File: config.mk
export PLATFORM = sky130hd
export DESIGN_NAME = sft_tx_top
export DESIGN_NICKNAME = d
export VERILOG_FILES = /design/src/rtl/sft_pkg.sv /design/src/rtl/sft_frame_ctl.sv /design/src/rtl/sft_hold_buf.sv /design/src/rtl/sft_bit_drv.sv /design/src/rtl/sft_tx_top.sv
export SDC_FILE = /design/constraint.sdc
export NUM_CORES = 1
export LEC_CHECK = 0
export ABC_AREA = 1
export BUFFER_PORTS_ARGS = -buffer_cell sky130_fd_sc_hd__buf_2
export CORE_MARGIN = 2
export CORE_UTILIZATION = 48
export DETAILED_ROUTE_END_ITERATION = 16
export PLACE_DENSITY = 0.77
export SETUP_SLACK_MARGIN = 0.3
export SLEW_MARGIN = 20
export SYNTH_ARGS = -nofsm -noshare
export SYNTH_HDL_FRONTEND = slang
export SYNTH_SLANG_ARGS = --single-unit
File: constraint.sdc
create_clock -name clk -period 2.6 [get_ports clk]
set_input_delay 0.52 -clock clk [delete_from_list [all_inputs] [get_ports clk]]
set_output_delay 0.52 -clock clk [all_outputs]
set_load 0.01 [all_outputs]
File: src/rtl/sft_pkg.sv
package sft_pkg;

    localparam int WORD_W = 24;
    localparam int CNT_W  = $clog2(WORD_W + 1);

    typedef enum logic [1:0] {
        FS_IDLE,
        FS_WAIT,
        FS_SHIFT
    } fs_state_e;

    typedef enum logic [1:0] {
        WL_8  = 2'd0,
        WL_12 = 2'd1,
        WL_16 = 2'd2,
        WL_24 = 2'd3
    } wlen_e;

    typedef struct packed {
        wlen_e wlen;
        logic  lsb_first;
    } fmt_t;

    function automatic logic [CNT_W-1:0] word_bits(input wlen_e wl);
        case (wl)
            WL_8:    word_bits = CNT_W'(8);
            WL_12:   word_bits = CNT_W'(12);
            WL_16:   word_bits = CNT_W'(16);
            default: word_bits = CNT_W'(WORD_W);
        endcase
    endfunction

    function automatic logic [CNT_W-1:0] first_index(input fmt_t f);
        if (f.lsb_first)
            first_index = CNT_W'(WORD_W) - word_bits(f.wlen);
        else
            first_index = CNT_W'(WORD_W - 1);
    endfunction

    function automatic logic [CNT_W-1:0] step_index(input logic [CNT_W-1:0] idx,
                                                    input logic lsb);
        step_index = lsb ? idx + CNT_W'(1) : idx - CNT_W'(1);
    endfunction

endpackage

File: src/rtl/sft_frame_ctl.sv
module sft_frame_ctl
    import sft_pkg::*;
#(
    parameter int FLAG_W = 2
) (
    input  logic              clk,
    input  logic              rst,
    input  logic              tick,
    input  logic              fsync,
    input  logic              bit_mode,
    input  fmt_t              fmt_in,
    input  logic [FLAG_W-1:0] flag_in,
    output logic              start,
    output logic              load_first,
    output logic              advance,
    output logic              stop,
    output fmt_t              fmt_cur,
    output logic [FLAG_W-1:0] flag_q,
    output logic              shifting
);

    fs_state_e        st_q;
    logic [CNT_W-1:0] cnt_q;
    fmt_t             fmt_q;
    logic             can_start;

    assign can_start  = (st_q == FS_IDLE) || (st_q == FS_SHIFT && cnt_q == '0);
    assign start      = tick && fsync && can_start;
    assign fmt_cur    = start ? fmt_in : fmt_q;
    assign load_first = tick && ((start && !bit_mode) || (!start && st_q == FS_WAIT));
    assign advance    = tick && !start && st_q == FS_SHIFT && cnt_q != '0;
    assign stop       = tick && st_q == FS_SHIFT && cnt_q == '0 && !load_first;
    assign shifting   = (st_q == FS_SHIFT);

    always_ff @(posedge clk) begin
        if (rst) begin
            st_q   <= FS_IDLE;
            cnt_q  <= '0;
            fmt_q  <= '0;
            flag_q <= '0;
        end else if (tick) begin
            if (start) begin
                fmt_q  <= fmt_in;
                flag_q <= flag_in;
            end
            if (load_first) begin
                st_q  <= FS_SHIFT;
                cnt_q <= word_bits(fmt_cur.wlen) - CNT_W'(1);
            end else if (start) begin
                st_q <= FS_WAIT;
            end else if (advance) begin
                cnt_q <= cnt_q - CNT_W'(1);
            end else if (stop) begin
                st_q <= FS_IDLE;
            end
        end
    end


    flags_hold_chk: assert property (@(posedge clk) disable iff (rst)
        !start |=> $stable(flag_q));


    mid_sync_ignored_chk: assert property (@(posedge clk) disable iff (rst)
        (tick && fsync && st_q == FS_SHIFT && cnt_q != '0)
            |=> (st_q == FS_SHIFT && cnt_q == $past(cnt_q) - CNT_W'(1)));

endmodule

File: src/rtl/sft_hold_buf.sv
module sft_hold_buf
    import sft_pkg::*;
(
    input  logic              clk,
    input  logic              rst,
    input  logic              wr_en,
    input  logic [WORD_W-1:0] wr_data,
    input  logic              start,
    input  logic              tx_en,
    output logic [WORD_W-1:0] hold_q,
    output logic              empty_q,
    output logic              underrun_q,
    output logic              take
);

    logic xfer;

    assign xfer = start && tx_en;
    assign take = xfer && !empty_q;

    always_ff @(posedge clk) begin
        if (rst) begin
            hold_q     <= '0;
            empty_q    <= 1'b1;
            underrun_q <= 1'b0;
        end else begin
            if (wr_en) begin
                hold_q     <= wr_data;
                empty_q    <= 1'b0;
                underrun_q <= 1'b0;
            end else if (xfer) begin
                empty_q <= 1'b1;
                if (empty_q)
                    underrun_q <= 1'b1;
            end
        end
    end


    empty_on_xfer_chk: assert property (@(posedge clk) disable iff (rst)
        (xfer && !wr_en) |=> empty_q);


    underrun_set_chk: assert property (@(posedge clk) disable iff (rst)
        (xfer && empty_q && !wr_en) |=> underrun_q);

endmodule

File: src/rtl/sft_bit_drv.sv
module sft_bit_drv
    import sft_pkg::*;
(
    input  logic              clk,
    input  logic              rst,
    input  logic              start,
    input  logic              tx_en,
    input  logic              take,
    input  logic [WORD_W-1:0] hold_word,
    input  fmt_t              fmt_cur,
    input  logic              load_first,
    input  logic              advance,
    input  logic              stop,
    output logic              sd_q,
    output logic              oe_q
);

    logic [WORD_W-1:0] word_q;
    logic [CNT_W-1:0]  idx_q;
    logic              act_q;
    logic [WORD_W-1:0] word_nxt;
    logic              act_nxt;
    logic [CNT_W-1:0]  idx_first;
    logic [CNT_W-1:0]  idx_step;

    assign word_nxt  = take ? hold_word : word_q;
    assign act_nxt   = start ? tx_en : act_q;
    assign idx_first = first_index(fmt_cur);
    assign idx_step  = step_index(idx_q, fmt_cur.lsb_first);

    always_ff @(posedge clk) begin
        if (rst) begin
            word_q <= '0;
            idx_q  <= '0;
            act_q  <= 1'b0;
            sd_q   <= 1'b0;
            oe_q   <= 1'b0;
        end else begin
            word_q <= word_nxt;
            act_q  <= act_nxt;
            if (load_first) begin
                idx_q <= idx_first;
                sd_q  <= act_nxt & word_nxt[idx_first];
                oe_q  <= act_nxt;
            end else if (advance) begin
                idx_q <= idx_step;
                sd_q  <= act_q & word_q[idx_step];
            end else if (stop || start) begin
                sd_q <= 1'b0;
                oe_q <= 1'b0;
            end
        end
    end

endmodule

File: src/rtl/sft_tx_top.sv
module sft_tx_top
    import sft_pkg::*;
#(
    parameter int FLAG_W = 2
) (
    input  logic              clk,
    input  logic              rst,
    input  logic              sclk_en,
    input  logic              fsync,
    input  logic              fs_bit_mode,
    input  logic              tx_en,
    input  logic              irq_en,
    input  logic              lsb_first,
    input  logic [1:0]        wlen,
    input  logic [FLAG_W-1:0] flag_val,
    input  logic              wr_en,
    input  logic [23:0]       wr_data,
    output logic              sd_out,
    output logic              sd_oe,
    output logic [FLAG_W-1:0] flag_out,
    output logic              empty,
    output logic              irq,
    output logic              underrun
);

    fmt_t              fmt_in;
    fmt_t              fmt_cur;
    logic              start;
    logic              load_first;
    logic              advance;
    logic              stop;
    logic              shifting;
    logic              take;
    logic [WORD_W-1:0] hold_word;

    assign fmt_in.wlen      = wlen_e'(wlen);
    assign fmt_in.lsb_first = lsb_first;

    sft_frame_ctl #(.FLAG_W(FLAG_W)) u_ctl (
        .clk       (clk),
        .rst       (rst),
        .tick      (sclk_en),
        .fsync     (fsync),
        .bit_mode  (fs_bit_mode),
        .fmt_in    (fmt_in),
        .flag_in   (flag_val),
        .start     (start),
        .load_first(load_first),
        .advance   (advance),
        .stop      (stop),
        .fmt_cur   (fmt_cur),
        .flag_q    (flag_out),
        .shifting  (shifting)
    );

    sft_hold_buf u_hold (
        .clk       (clk),
        .rst       (rst),
        .wr_en     (wr_en),
        .wr_data   (wr_data),
        .start     (start),
        .tx_en     (tx_en),
        .hold_q    (hold_word),
        .empty_q   (empty),
        .underrun_q(underrun),
        .take      (take)
    );

    sft_bit_drv u_drv (
        .clk       (clk),
        .rst       (rst),
        .start     (start),
        .tx_en     (tx_en),
        .take      (take),
        .hold_word (hold_word),
        .fmt_cur   (fmt_cur),
        .load_first(load_first),
        .advance   (advance),
        .stop      (stop),
        .sd_q      (sd_out),
        .oe_q      (sd_oe)
    );

    assign irq = empty & irq_en;


    oe_in_shift_chk: assert property (@(posedge clk) disable iff (rst)
        sd_oe |-> shifting);

endmodule

Word-level counts from Yosys, hierarchy flattened --
Cells that the tools add are included.
Word-level totals: word-level logic and storage cells 96, input port bits 37, register bits 70
Operators by class: mux-type cells 30, bitwise gates (word level) 3, equal/unequal tests 7, reduce and logical (&&, ||, !) cells 36, add/subtract/negate cells 5, magnitude comparators 2
Operators by type and width (count):
- 5-bit two-way mux | 11
- 24-bit two-way mux | 1
- 5-bit case mux with 3 select lines | 1
- 5-bit by 1-bit subtractor with 5-bit output (second input constant) | 3
- 1-bit logical AND | 14
- 5-bit by 6-bit < comparator with 1-bit output (second input constant) | 2
- 1-bit binary-select mux with 5-bit select | 2
- 1-bit two-way mux | 10
- 2-bit two-way mux | 4
- 2-bit AND reduction | 3
- 3-bit AND reduction | 2
- 2-bit nonzero test | 3
- 3-bit nonzero test | 2
- 5-bit by 1-bit adder with 5-bit output (second input constant) | 1
- 5-bit zero test | 1
- 5-bit nonzero test | 1
- 5-bit subtractor (first input constant) | 1
- 2-bit by 1-bit == test with 1-bit output (second input constant) | 2
- 2-bit == test (second input constant) | 2
- 1-bit zero test | 4
- 2-bit zero test | 2
- 1-bit AND | 3
- 1-bit logical OR | 3
- 3-bit two-way mux | 1
- 4 further kinds | 4

Logic depth before layout (Yosys ltp) --
depth in word-level cells 14, mapped depth 21, mapped depth without buffers 21

Modules after synthesis --
Synthesis repeated with hierarchy kept, for this count alone.
Second synthesis, totals: cell total of the unflattened synthesis 499, area, all modules 3429.5 sq um
Modules (own cells, without submodules):
- sft_bit_drv | seq. area each 640.6 sq um, cells an instance 270, times used 1, area each 1759.2 sq um
- sft_hold_buf | seq. area each 520.5 sq um, cells an instance 116, times used 1, area each 915.9 sq um
- sft_frame_ctl | seq. area each 240.2 sq um, cells an instance 111, times used 1, area each 747.0 sq um
- sft_tx_top | seq. area each 0.0 sq um, cells an instance 2, times used 1, area each 7.5 sq um

Least setup slack after synthesis --
OpenSTA, ideal clock, no wires.
kind input port to flip-flop, from input sclk_en, to register u_ctl.cnt_q[3], data required time 2484 ps, stages 15, buffers on the path 0, data arrival time 2267 ps, path slack 217 ps, path through nand2_1 > nor2_4 > nand2_4 > inv_1 > or2_2 > o21ai_0 > inv_1 > ha_1 > inv_1 > nand2_2 > o21ai_2 > nand3_1 > xor2_1 > o211ai_1 > inv_1
RTL lines:
- start, declared | line sft_tx_top.sv:8 | input logic sclk_en,
- end signal, assigned | line sft_frame_ctl.sv:48 | cnt_q <= word_bits(fmt_cur.wlen) - CNT_W'(1);
- end signal, assigned | line sft_frame_ctl.sv:52 | cnt_q <= cnt_q - CNT_W'(1);
- end, declared | line sft_frame_ctl.sv:23 | logic [CNT_W-1:0] cnt_q;

==> results.py <==
metrics = {
    "routing": {
        "ant_nets": 0,
        "drcViolationCount": 0,
        "via_count": 3204,
        "dr.pass1.iters": 4,
        "totalWireLength_mm": 7.997,
        "vias_per_cell": 5.062,
        "wl_per_cell_um": 12.63,
        "drt_iter0_markers": 228,
    },
    "yosys": {
        "ys_top_cells_by_count": "79 x nand2_1, 79 x nor2_1, 70 x dfxtp_1",
        "synth_ff_type": "dfxtp_1",
        "yosysTopAreaCellShare_pct": 41.76,
        "ys_seq_area_share_pct": 41.76,
        "syn-num-nets": 520,
        "postSynthAreaPerCell_um2": 7.020,
        "yosys.area.top_type": "dfxtp_1",
        "synth_cell_type_count": 37,
        "async_flop_share_pct": 0,
        "synth_cells": 478,
        "synth_enable_flop_cells": 0,
        "yosys_warnings": 0,
        "synthesis.area_um2": 3356,
        "synth-seq-cells": 70,
        "synthTopCellsByArea": "dfxtp_1 42%, nand2_1 8.8%, nor2_1 8.8%",
    },
    "die": {
        "die-area_um2": 7676,
        "rows": 30,
        "fp.dieW_um": 87.61,
        "core_area_um2": 6794,
        "dieHeight_um": 87.61,
        "initial_core_util_pct": 49.39,
        "io_pins": 44,
    },
    "cts": {
        "ctsHoldBuffers": 0,
        "cts_root_buf": "clkbuf_8",
        "cts_sinks": 70,
        "path_clk_slew_ns": 0.08,
        "cts_tree": "done",
        "cts_htree_levels": 3,
        "clk_latency_ns": 0.35,
        "cts_buffers": 9,
        "cts.path.max_buffers": 2,
    },
    "critical_path": {
        "critPathMaxStageDelay_ns": 0.36,
        "crit_path_cell_trace": "nor2_4 -> nand3_2 -> nand2_4 -> nand2_4 -> buf_4 -> o21ai_4 -> inv_1 -> ha_2 -> inv_2 -> nand2_2 -> o21ai_4 -> nand3_2 -> xor2_1 -> o211ai_1 -> inv_1",
        "endpoint_kind": "flip-flop",
        "path_delay_family": "simple AND/OR/NAND/NOR gates",
        "r2r-start": "u_ctl.cnt_q[2]$_SDFFE_PP0P_",
        "reg2reg_to": "u_ctl.cnt_q[3]$_SDFFE_PP0P_",
        "crit_buf_inv": 4,
        "path_class": "reg2reg",
        "crit_arrival_ns": 2.48,
        "crit_fanout": 6,
        "r2r_cells": 15,
        "startpoint_type": "flip-flop",
        "critPathSlowestCell": "dfxtp_4",
        "required_ns": 2.83,
        "r2r_setup_slack_ns": 0.35,
    },
    "placed_design": {
        "port_buffers": 43,
        "place_inst": 611,
        "gp_congestion": 0.8857,
        "hpwl_mm": 5.486,
        "place_area_um2": 3734,
    },
    "timing": {
        "setup_viol": 0,
        "hold_viol_final": 0,
        "fin_crit_sh_pct": 86.60,
        "relSlewSlack_pct": 74.95,
        "worst_clock_skew_ns": 0.008988,
        "fin_crit_ns": 2.252,
        "rsz0062_at_grt": "yes",
        "finalMaxSlewViolations": 0,
        "worst_slew_pin_slew_ns": 0.3754,
        "worst_hold_slack_ns": 0.3902,
        "max_freq_mhz": 444.1,
        "tns_ns": 0,
    },
    "grt": {
        "use_met3_pct": 2.828,
        "grt_pass1_wl_mm": 12.99,
        "globalRouteMet2Util_pct": 33.95,
        "track_usage_pct": 21.42,
        "grt_max_degree": 34,
        "grt_pass1_vias": 2889,
        "grt-busiest-layer": "met2",
        "antenna_found_initial": 0,
        "globalRouteMet1Util_pct": 29.32,
        "grt_overflow": 0,
    },
    "finish": {
        "final_area_um2": 4089,
        "area_growth_pct": 21.85,
        "nNetsFinal": 574,
        "n_fill_cell": 617,
        "diodes": 0,
        "drive_gt1_share_pct": 24.02,
        "final_cells": 633,
    },
    "power": {
        "vdd_drop_max_v": 0.0004476,
        "total_power_mw": 2.628,
        "power_density_nw_per_um2": 642.7,
        "leakage_nw": 1.887,
    },
    "min_path": {
        "hold_start": "wr_data[13]",
        "worst_hold_path.endpoint": "u_hold.hold_q[13]$_SDFFE_PP0P_",
        "min_path_cells": 3,
        "hp-class": "in2reg",
    },
    "run_status": {
        "run_status": "finished clean",
    },
    "run": {
        "drv_cap": 0,
    },
}
[worst register-to-register path: cells and delay by family (launching register included)]
kind	cells	cell delay [ns]
and+or+nand+nor	6	0.57
AOI/OAI and AO/OA	3	0.46
buffers and inverters	4	0.41
DFF	1	0.36
adders and majority gates	1	0.20
xor gates and xnor gates	1	0.14
[sequential cells by signal, indices dropped and copies added (netlist names)]
signal	flops
u_drv.word_q	24
u_hold.hold_q	24
u_ctl.cnt_q	5
u_drv.idx_q	5
u_ctl.fmt_q	3
u_ctl.flag_q	2
u_ctl.st_q	2
u_drv.act_q	1
u_drv.oe_q	1
u_drv.sd_q	1
u_hold.empty_q	1
u_hold.underrun_q	1
[power by group]
group | total (mW) | internal (mW) | leakage, nW | switching (mW)
clock network | 0.860 | 0.445 | 0.0935 | 0.415
registers | 1.18 | 1.13 | 0.576 | 0.0411
logic | 0.592 | 0.234 | 1.22 | 0.358
total | 2.63 | 1.81 | 1.89 | 0.814
[layout make-up]
cell class                 instances  area, um^2  share of cell area, %
clock buffer                      11       131.4                  3.213
clock inverter                     5       60.06                  1.469
inverter                          55       214.0                  5.233
multi-input combinational        335        1790                  43.79
sequential                        70        1410                  34.49
tap                               96       120.1                  2.938
timing repair buffer              61       362.8                  8.874
[routing by layer]
metal,part of all wire [%],vias to the layer above
li1,-,1647
met3,4.0,18
met4,2.0,0
met2,47,87
met1,47,1452
met5,0,-
[stage by stage]
step | utilization, % | setup WS [ns]
2_1_floorplan | - | 0.2880
3_3_place_gp | 54.95 | 0.1827
3_5_place_dp | 54.95 | 0.07757
4_1_cts | 57.97 | 0.2925
5_1_grt | 60.18 | 0.2129
6_report | 60.18 | 0.3483
[cells by family after synthesis]
group           share of synthesized area [%]
buf+inv                                 8.501
compound gates                          17.49
fa+ha+maj                               1.864
flops                                   41.76
simple gates                            29.01
xor+xnor                               0.7831
mux                                    0.5966
[worst max path at each step]
stage                                      startpoint                          end  slack [ns]  depth (start not counted)
after floorplan                               sclk_en  u_ctl.cnt_q[3]$_SDFFE_PP0P_        0.29                         15
after global placement                        sclk_en      u_drv.sd_q$_SDFFE_PP0P_        0.18                         17
after detailed placement                      sclk_en  u_ctl.cnt_q[3]$_SDFFE_PP0P_        0.08                         16
after CTS                 u_ctl.cnt_q[4]$_SDFFE_PP0P_  u_ctl.cnt_q[3]$_SDFFE_PP0P_        0.29                         14
after global routing      u_ctl.cnt_q[2]$_SDFFE_PP0P_      u_drv.sd_q$_SDFFE_PP0P_        0.21                         18
final                     u_ctl.cnt_q[2]$_SDFFE_PP0P_  u_ctl.cnt_q[3]$_SDFFE_PP0P_        0.35                         15
[cells in the final DEF, fill, tap and decap left out, types with 8 or more instances in the layout]
| cell type | Yosys | final |
|---|---|---|
| nand2_4 | 5 | 8 |
| nor2_1 | 79 | 77 |
| nand3_1 | 30 | 26 |
| inv_1 | 51 | 48 |
| a21oi_1 | 32 | 30 |
| o21ai_0 | 59 | 51 |
| nand2_1 | 79 | 76 |
| buf_4 | 0 | 17 |
| dfxtp_1 | 70 | 65 |
| clkbuf_8 | 0 | 9 |
| o21ai_1 | 4 | 9 |
| nand2_2 | 11 | 11 |
| buf_2 | 1 | 43 |
[timing repair]
| item | in CTS | in global routing |
|---|---|---|
| buffers inserted | 1 | 5 |
| pin swaps | 3 | 19 |
| setup endpoints to repair | 2 | 3 |
| resized for setup | 3 | 38 |
| hold endpoints to repair | 0 | 0 |
Note: power is estimated with default switching activity, not from simulation.
